==> src/rtl/irq_pick_pkg.sv <==
`timescale 1ns/1ps
package irq_pick_pkg;

    localparam int ID_W   = 10;
    localparam int PRIO_W = 8;

    localparam logic [PRIO_W-1:0] IDLE_PRIO   = 8'hFF;
    localparam logic [ID_W-1:0]   SPURIOUS_ID = 10'h3FF;

    typedef enum logic [1:0] {
        ST_INVALID  = 2'b00,
        ST_PENDING  = 2'b01,
        ST_ACTIVE   = 2'b10,
        ST_PEND_ACT = 2'b11
    } lr_state_e;

    typedef struct packed {
        lr_state_e          state;
        logic               grp;
        logic [PRIO_W-1:0]  prio;
        logic [ID_W-1:0]    vid;
    } lr_entry_t;

    localparam int ENTRY_W = $bits(lr_entry_t);

    localparam lr_entry_t IDLE_ENTRY = '{
        state: ST_INVALID,
        grp:   1'b0,
        prio:  IDLE_PRIO,
        vid:   SPURIOUS_ID
    };

endpackage

==> src/rtl/irq_pick_qualify.sv <==
`timescale 1ns/1ps
module irq_pick_qualify
    import irq_pick_pkg::*;
#(
    parameter int INDEX = 0,
    parameter int CNT_W = 5
) (
    input  lr_entry_t          entry_i,
    input  logic [CNT_W-1:0]   used_cnt_i,
    input  logic               grp0_en_i,
    input  logic               grp1_en_i,
    output logic               cand_o
);

    localparam logic [CNT_W-1:0] MY_IDX = CNT_W'(INDEX);

    logic in_range;
    logic is_pending;
    logic grp_ok;

    always_comb begin
        in_range   = MY_IDX < used_cnt_i;
        is_pending = entry_i.state == ST_PENDING;
        grp_ok     = entry_i.grp ? grp1_en_i : grp0_en_i;
        cand_o     = in_range && is_pending && grp_ok;
    end

endmodule

==> src/rtl/irq_pick_select.sv <==
`timescale 1ns/1ps
module irq_pick_select
    import irq_pick_pkg::*;
#(
    parameter int NUM_ENTRIES = 16
) (
    input  lr_entry_t                          bank_i [NUM_ENTRIES],
    input  logic [NUM_ENTRIES-1:0]             cand_i,
    output logic                               found_o,
    output logic [$clog2(NUM_ENTRIES)-1:0]     idx_o,
    output lr_entry_t                          entry_o
);

    localparam int IDX_W = $clog2(NUM_ENTRIES);

    logic [PRIO_W-1:0] best_prio;

    // Linear scan. A strict compare keeps the earliest index on a tie, and
    // starting from the idle priority shuts out entries at 8'hFF.
    always_comb begin
        best_prio = IDLE_PRIO;
        found_o   = 1'b0;
        idx_o     = '0;
        entry_o   = IDLE_ENTRY;
        for (int i = 0; i < NUM_ENTRIES; i++) begin
            if (cand_i[i] && (bank_i[i].prio < best_prio)) begin
                best_prio = bank_i[i].prio;
                found_o   = 1'b1;
                idx_o     = IDX_W'(i);
                entry_o   = bank_i[i];
            end
        end
    end

endmodule

==> src/rtl/irq_pending_picker.sv <==
`timescale 1ns/1ps
module irq_pending_picker
    import irq_pick_pkg::*;
#(
    parameter int NUM_ENTRIES = 16
) (
    input  logic                                   clk_i,
    input  logic                                   rst_ni,
    input  logic [NUM_ENTRIES*ENTRY_W-1:0]         bank_i,
    input  logic [$clog2(NUM_ENTRIES+1)-1:0]       used_cnt_i,
    input  logic                                   grp0_en_i,
    input  logic                                   grp1_en_i,
    output logic                                   sel_valid_o,
    output logic [$clog2(NUM_ENTRIES)-1:0]         sel_index_o,
    output logic [ENTRY_W-1:0]                     sel_entry_o,
    output logic [PRIO_W-1:0]                      sel_prio_o,
    output logic [ID_W-1:0]                        sel_id_o
);

    localparam int IDX_W = $clog2(NUM_ENTRIES);
    localparam int CNT_W = $clog2(NUM_ENTRIES + 1);

    typedef struct packed {
        logic              valid;
        logic [IDX_W-1:0]  idx;
        lr_entry_t         entry;
    } pick_t;

    localparam pick_t PICK_IDLE = '{valid: 1'b0, idx: '0, entry: IDLE_ENTRY};

    lr_entry_t              bank [NUM_ENTRIES];
    logic [NUM_ENTRIES-1:0] cand;
    logic                   found;
    logic [IDX_W-1:0]       win_idx;
    lr_entry_t              win_entry;
    pick_t                  pick_d, pick_q;

    for (genvar g = 0; g < NUM_ENTRIES; g++) begin : g_entry
        assign bank[g] = lr_entry_t'(bank_i[g*ENTRY_W +: ENTRY_W]);

        irq_pick_qualify #(
            .INDEX (g),
            .CNT_W (CNT_W)
        ) u_qualify (
            .entry_i    (bank[g]),
            .used_cnt_i (used_cnt_i),
            .grp0_en_i  (grp0_en_i),
            .grp1_en_i  (grp1_en_i),
            .cand_o     (cand[g])
        );
    end

    irq_pick_select #(
        .NUM_ENTRIES (NUM_ENTRIES)
    ) u_select (
        .bank_i  (bank),
        .cand_i  (cand),
        .found_o (found),
        .idx_o   (win_idx),
        .entry_o (win_entry)
    );

    always_comb begin
        pick_d       = PICK_IDLE;
        pick_d.valid = found;
        if (found) begin
            pick_d.idx   = win_idx;
            pick_d.entry = win_entry;
        end
    end

    always_ff @(posedge clk_i or negedge rst_ni) begin
        if (!rst_ni) begin
            pick_q <= PICK_IDLE;
        end else begin
            pick_q <= pick_d;
        end
    end

    assign sel_valid_o = pick_q.valid;
    assign sel_index_o = pick_q.idx;
    assign sel_entry_o = pick_q.entry;
    assign sel_prio_o  = pick_q.entry.prio;
    assign sel_id_o    = pick_q.entry.vid;

    // Checks on the registered result against the inputs of the prior edge.
    assert_only_pending_R1: assert property (@(posedge clk_i) disable iff (!rst_ni)
        sel_valid_o |-> (pick_q.entry.state == ST_PENDING));

    assert_grp0_gate_R2: assert property (@(posedge clk_i) disable iff (!rst_ni)
        (sel_valid_o && !pick_q.entry.grp) |-> $past(grp0_en_i));

    assert_grp1_gate_R3: assert property (@(posedge clk_i) disable iff (!rst_ni)
        (sel_valid_o && pick_q.entry.grp) |-> $past(grp1_en_i));

    assert_never_idle_prio_R6: assert property (@(posedge clk_i) disable iff (!rst_ni)
        sel_valid_o |-> (sel_prio_o != IDLE_PRIO));

    assert_within_count_R7: assert property (@(posedge clk_i) disable iff (!rst_ni)
        sel_valid_o |-> (CNT_W'(sel_index_o) < $past(used_cnt_i)));

    assert_idle_outputs_R8: assert property (@(posedge clk_i) disable iff (!rst_ni)
        !sel_valid_o |-> (sel_prio_o == IDLE_PRIO && sel_id_o == SPURIOUS_ID
                          && sel_index_o == '0));

endmodule

==> config.mk <==
export PLATFORM = sky130hd
export DESIGN_NAME = irq_pending_picker
export DESIGN_NICKNAME = d
export VERILOG_FILES = /design/src/rtl/irq_pick_pkg.sv /design/src/rtl/irq_pick_qualify.sv /design/src/rtl/irq_pick_select.sv /design/src/rtl/irq_pending_picker.sv
export SDC_FILE = /design/constraint.sdc
export NUM_CORES = 1
export LEC_CHECK = 0
export ABC_AREA = 1
export BUFFER_PORTS_ARGS = -buffer_cell sky130_fd_sc_hd__buf_2
export CAP_MARGIN = 20
export CORE_AREA = 2 2 152 154
export CTS_CLUSTER_SIZE = 20
export DETAILED_ROUTE_END_ITERATION = 8
export DIE_AREA = 0 0 154 156
export GPL_TIMING_DRIVEN = 0
export SLEW_MARGIN = 20
export SYNTH_ARGS = -nofsm -noshare
export SYNTH_HDL_FRONTEND = slang
export SYNTH_SLANG_ARGS = --single-unit
==> constraint.sdc <==
create_clock -name clk_i -period 1.8 [get_ports clk_i]
set_clock_uncertainty 0.15 [all_clocks]
set_input_delay 0 -clock clk_i [delete_from_list [all_inputs] [get_ports clk_i]]
set_output_delay 0 -clock clk_i [all_outputs]
set_load 0.1 [all_outputs]
Word-level counts from Yosys, hierarchy flattened
Cells that the tools add are included.
{ "totals": {"reg_bits": 26, "in_bits": 345, "out_inout_bits": 44} }
{ "classes": {"order_cmp": 32, "n_eq_ne": 16, "n_mux": 79, "reduce_logical": 48} }
{ "ops": {"columns": ["op", "n"], "rows": [
  ["21-bit two-way mux", 16],
  ["8-bit < comparator", 15],
  ["8-bit two-way mux", 15],
  ["1-bit logical AND", 48],
  ["4-bit by 5-bit < comparator with 1-bit output (first input constant)", 8],
  ["1-bit two-way mux", 33],
  ["2-bit by 1-bit == test with 1-bit output (second input constant)", 16],
  ["4-bit two-way mux", 8],
  ["25-bit two-way mux", 1],
  ["3-bit by 5-bit < comparator with 1-bit output (first input constant)", 4],
  ["3-bit two-way mux", 4],
  ["1-bit by 5-bit < comparator with 1-bit output (first input constant)", 2],
  ["2-bit by 5-bit < comparator with 1-bit output (first input constant)", 2],
  ["8-bit < comparator (second input constant)", 1],
  ["2-bit two-way mux", 2]
]} }

Depth between registers and ports, before layout
{ "logic_depth": {"ltp_word": 51, "mapped_depth": 158} }

Modules after synthesis
From an unflattened synthesis, not the netlist that was laid out.
{ "hier_totals": {"cells_unflattened": 1519, "hier_area_um2": 9063.7} }
{ "modules_own_cells": {"columns": ["module", "instances", "cells_each", "area_each_um2"], "rows": [
  ["irq_pick_select", 1, 1224, 7193.1],
  ["irq_pending_picker", 1, 97, 1043.5],
  ["irq_pick_qualify at g_entry[12].u_qualify ...", 3, 12, 52.6],
  ["irq_pick_qualify at g_entry[0].u_qualify ...", 2, 14, 56.3],
  ["irq_pick_qualify at g_entry[1].u_qualify ...", 2, 12, 45.0],
  ["irq_pick_qualify at g_entry[10].u_qualify", 1, 13, 61.3],
  ["irq_pick_qualify at g_entry[6].u_qualify", 1, 13, 58.8],
  ["irq_pick_qualify at g_entry[8].u_qualify", 1, 14, 57.6],
  ["irq_pick_qualify at g_entry[13].u_qualify", 1, 12, 56.3],
  ["irq_pick_qualify at g_entry[9].u_qualify", 1, 14, 55.1],
  ["irq_pick_qualify at g_entry[7].u_qualify", 1, 13, 48.8],
  ["irq_pick_qualify at g_entry[11].u_qualify", 1, 12, 47.5],
  ["irq_pick_qualify at g_entry[5].u_qualify", 1, 10, 43.8],
  ["irq_pick_qualify at g_entry[15].u_qualify", 1, 9, 37.5]
]} }

Least setup slack after synthesis
Ideal clock, no wire load.
{ "synth_path": {"kind": "input to register", "from": "input port used_cnt_i[4]", "to": "register pick_q, in the netlist sel_id_o[6]", "setup_ps": 60, "t_arrival_ps": 24861, "t_required_ps": 1590, "setup_slack_ps": -23270, "cell_stages": 127, "path_buffers": 15, "path_cell_list": "nor2_4 -> nand3_2 -> nand3_4 -> nor2_1 -> ha_1 -> or3b_2 -> nor3_2 -> nand2_4 -> buf_6 -> nand2_1 -> o21ai_0 -> ha_1 -> or3b_1 -> a31oi_1 -> o2111ai_1 -> a221oi_2 -> nand2_4 -> buf_4 -> (+91 left out) -> o21ai_0 -> ha_1 -> nand2_1 -> inv_1 -> and3_1 -> a2111oi_0 -> nand2_2 -> inv_1 -> nand2_1 -> o21ai_0 -> inv_1 -> ha_1 -> a21oi_1 -> o21bai_1 -> a21oi_2 -> dlygate4sd3_1 -> nand3_1 -> nand2_2"} }
{ "synth_lines": {"columns": ["element", "line_no", "source"], "rows": [
  ["start, declared", "irq_pending_picker.sv:10", "input logic [$clog2(NUM_ENTRIES+1)-1:0] used_cnt_i,"],
  ["end signal, assigned", "irq_pending_picker.sv:76", "pick_q <= pick_d;"],
  ["end, declared", "irq_pending_picker.sv:36", "pick_t pick_d, pick_q;"]
]} }

==> flow_summary.json <==
{
  "syn_to_final_growth_pct": 73.05,
  "final_area_um2": 13670,
  "peakVddDrop_uv": 1320,
  "synth_flop_cell": "dfstp_2",
  "critPathSlowestCell": "a2111oi_4",
  "grt_pass1_vias": 11330,
  "grt_usage_pct": 29.45,
  "hold_viol": 6,
  "pre_cts_slack_ps": -22720,
  "io_buffers": 388,
  "synth_area_leaders": "nand2_1 (19%), ha_1 (13%), mux2_2 (8.6%), nand3_1 (8.4%), o21ai_0 (6.7%)",
  "dp_cells": 1987,
  "final_nets": 2343,
  "cts_made_buffers": 3,
  "overflow": 0,
  "routed_wl_um": 39080,
  "min_from": "bank_i[311]",
  "powerDensity_nw_per_um2": 772.7,
  "cp_num_buf_inv": 22,
  "drc": 0,
  "drtIter0Drc": 748,
  "maxCapViolCount": 0,
  "die_w_um": 154,
  "yosys.area.top_type": "nand2_1",
  "die_y_um": 156,
  "core_area_um2": 22370,
  "power_uw": 10560,
  "cp_common_cell": "nand2_4",
  "h-tree-depth": 1,
  "hold_path_class": "in2reg",
  "min_period_over_period_pct": 1129,
  "slew_viol_final": 0,
  "status": "complete, but fails checks",
  "avgViaCountPerCell": 5.189,
  "start_util_pct": 35.33,
  "ys_async_sr_fraction_pct": 100.0,
  "clock-sinks": 26,
  "placementRows": 55,
  "antenna_found_initial": 15,
  "num_vias": 11520,
  "num-fill-cells": 2033,
  "ys_types": 53,
  "syn-mean-instance-area_um2": 6.013,
  "cp.required_ps": 1870,
  "critPathLaunch": "bank_i[19]",
  "grt_max_degree": 27,
  "ant_nets": 0,
  "clk_path_buf_depth": 2,
  "cts_tree": "done",
  "relSlewSlack_pct": 59.06,
  "seq_area_frac_synth_pct": 8.519,
  "synth_edf_count": 0,
  "timing.critical_path.max_delay_family": "compound AO/OA/AOI/OAI gates",
  "cp_data_arrival_time_ps": 20390,
  "drt-wirelength-per-cell_um": 17.60,
  "leakagePower_uw": 0.007062,
  "ys_seq_elements": 26,
  "worstSetupPathType": "in2reg",
  "instances_no_fill": 2220,
  "gp_congestion": 0.9465,
  "crit_path_start_kind": "input pin",
  "max_freq_ghz": 0.04920,
  "clk_pin_slew_ps": 70,
  "violations": "hold timing, setup timing",
  "ys.warnings.count": 0,
  "rsz0062_at_grt": "true",
  "drive_gt1_share_pct": 50.05,
  "yosysTopAreaCellShare_pct": 19.05,
  "fin_ws_ps": -18530,
  "syn-instance-count": 1314,
  "setup_viol": 25,
  "ctsHoldBuffers": 36,
  "crit_path_max_incr_delay_ps": 450,
  "hold_slack_ps": -48.75,
  "netlist_area_um2": 7901,
  "firstDrtPassIters": 5,
  "utilization_pct": 61.14,
  "critPathMaxFanout": 8,
  "io_pins": 389,
  "hpwlAfterDp_um": 29720,
  "max_slew.worst_pin.slew_ps": 614.2,
  "grt_pass1_wl_um": 56850,
  "endpoint_kind": "register",
  "root_buffer": "clkbuf_16",
  "synth_fp_nets": 1738,
  "finalCriticalPeriod_ps": 20330,
  "dieArea_um2": 24020,
  "post_dp_cell_area_um2": 10510
}
per-layer routing:
metal	routed length (µm)	GRT usage (%)	up-vias
li1	-	-	5610
met1	15790	35.66	5267
met2	18980	52.70	521
met3	2464	2.583	122
met4	1843	13.93	0
met5	0	0	-
Yosys cell counts (all sizes together) (13+ instances only):
master,instances
nand2,451
nand3,135
inv,123
o21ai,117
nor2,98
ha,79
mux2,60
a21oi,53
buf,41
clkbuf,21
dfstp,18
o211ai,13
o21bai,13
worst paths after layout:
| check | end | slack, ps | cells after the start |
|---|---|---|---|
| max | sel_prio_o[1]$_DFF_PN1_ | -18530 | 130 |
| max in group asynchronous | sel_index_o[2]$_DFF_PN0_ | 990 | 2 |
| min | sel_prio_o[7]$_DFF_PN1_ | -50 | 5 |
| min in group asynchronous | sel_entry_o[20]$_DFF_PN0_ | 120 | 2 |
cell usage in the layout, fill, tap and decap left out, types with 9 or more instances in the layout:
cell	n
nand2_4	34
o21ai_2	25
buf_6	29
nor2_1	84
a21oi_2	10
dlygate4sd3_1	37
buf_4	177
o21ai_0	44
inv_1	103
inv_2	15
o21ai_1	20
o21ai_4	28
o211ai_1	13
nand3_1	121
clkbuf_1	20
nand2_1	361
dfstp_2	18
o21bai_1	12
buf_2	386
nand3b_1	11
mux2_2	60
a21o_1	10
ha_4	21
diode_2	17
ha_1	50
a21oi_1	40
nand3_2	10
buf_8	9
nand2_2	56
area by class of cell:
cell class                 count  area (µm²)  area share, %
antenna                       17       42.54         0.3111
buffer                        64       513.0          3.752
clock buffer                   4       100.1         0.7321
inverter                     127       491.7          3.596
multi-input combinational   1095        7691          56.25
sequential                    26       673.1          4.923
tap                          285       356.6          2.608
timing repair buffer         602        3805          27.83
tightest hold or removal path, stage by stage:
cell     delay, ps
buf_2          110
o21ai_2         70
inv_1           60
nand2_2         50
nand2_1         50
metrics by stage:
stage | TNS [ps] | hold slack [ps]
5_1_grt | -483910 | -29.61
3_5_place_dp | -566550 | -126.5
6_report | -461590 | -48.75
3_3_place_gp | -567520 | -122.2
4_1_cts | -456450 | -56.53
2_1_floorplan | -464880 | -445.6
power by group:
group          total [µW]  leakage, µW  switching [µW]  internal (µW)
clock                 604    0.0000494             217            387
sequential           1010     0.000282             124            886
combinational        8950      0.00673            5790           3160
repair_timing:
item | in CTS | in global routing
setup buffers | 134 | 42
hold endpoints to repair | 45 | 4
gates resized for setup | 181 | 129
endpoints found under the setup margin | 25 | 25
gates cloned | 3 | 0
pin swaps | 85 | 71
registers in the layout (all words and copies together) (netlist names):
signal / count
sel_id_o: 10
sel_prio_o: 8
sel_index_o: 4
sel_entry_o: 3
sel_valid_o: 1
cell families after synthesis:
| group | share of synthesized area [%] |
|---|---|
| other | 0.04746 |
| flip-flops | 8.519 |
| AO/OA/AOI/OAI | 17.43 |
| AND/OR/NAND/NOR | 41.31 |
| adder cells (fa/ha/maj) | 12.51 |
| buffers and inverters | 11.62 |
| multiplexers | 8.551 |
No activity file was read; power rests on OpenSTA's default activity.
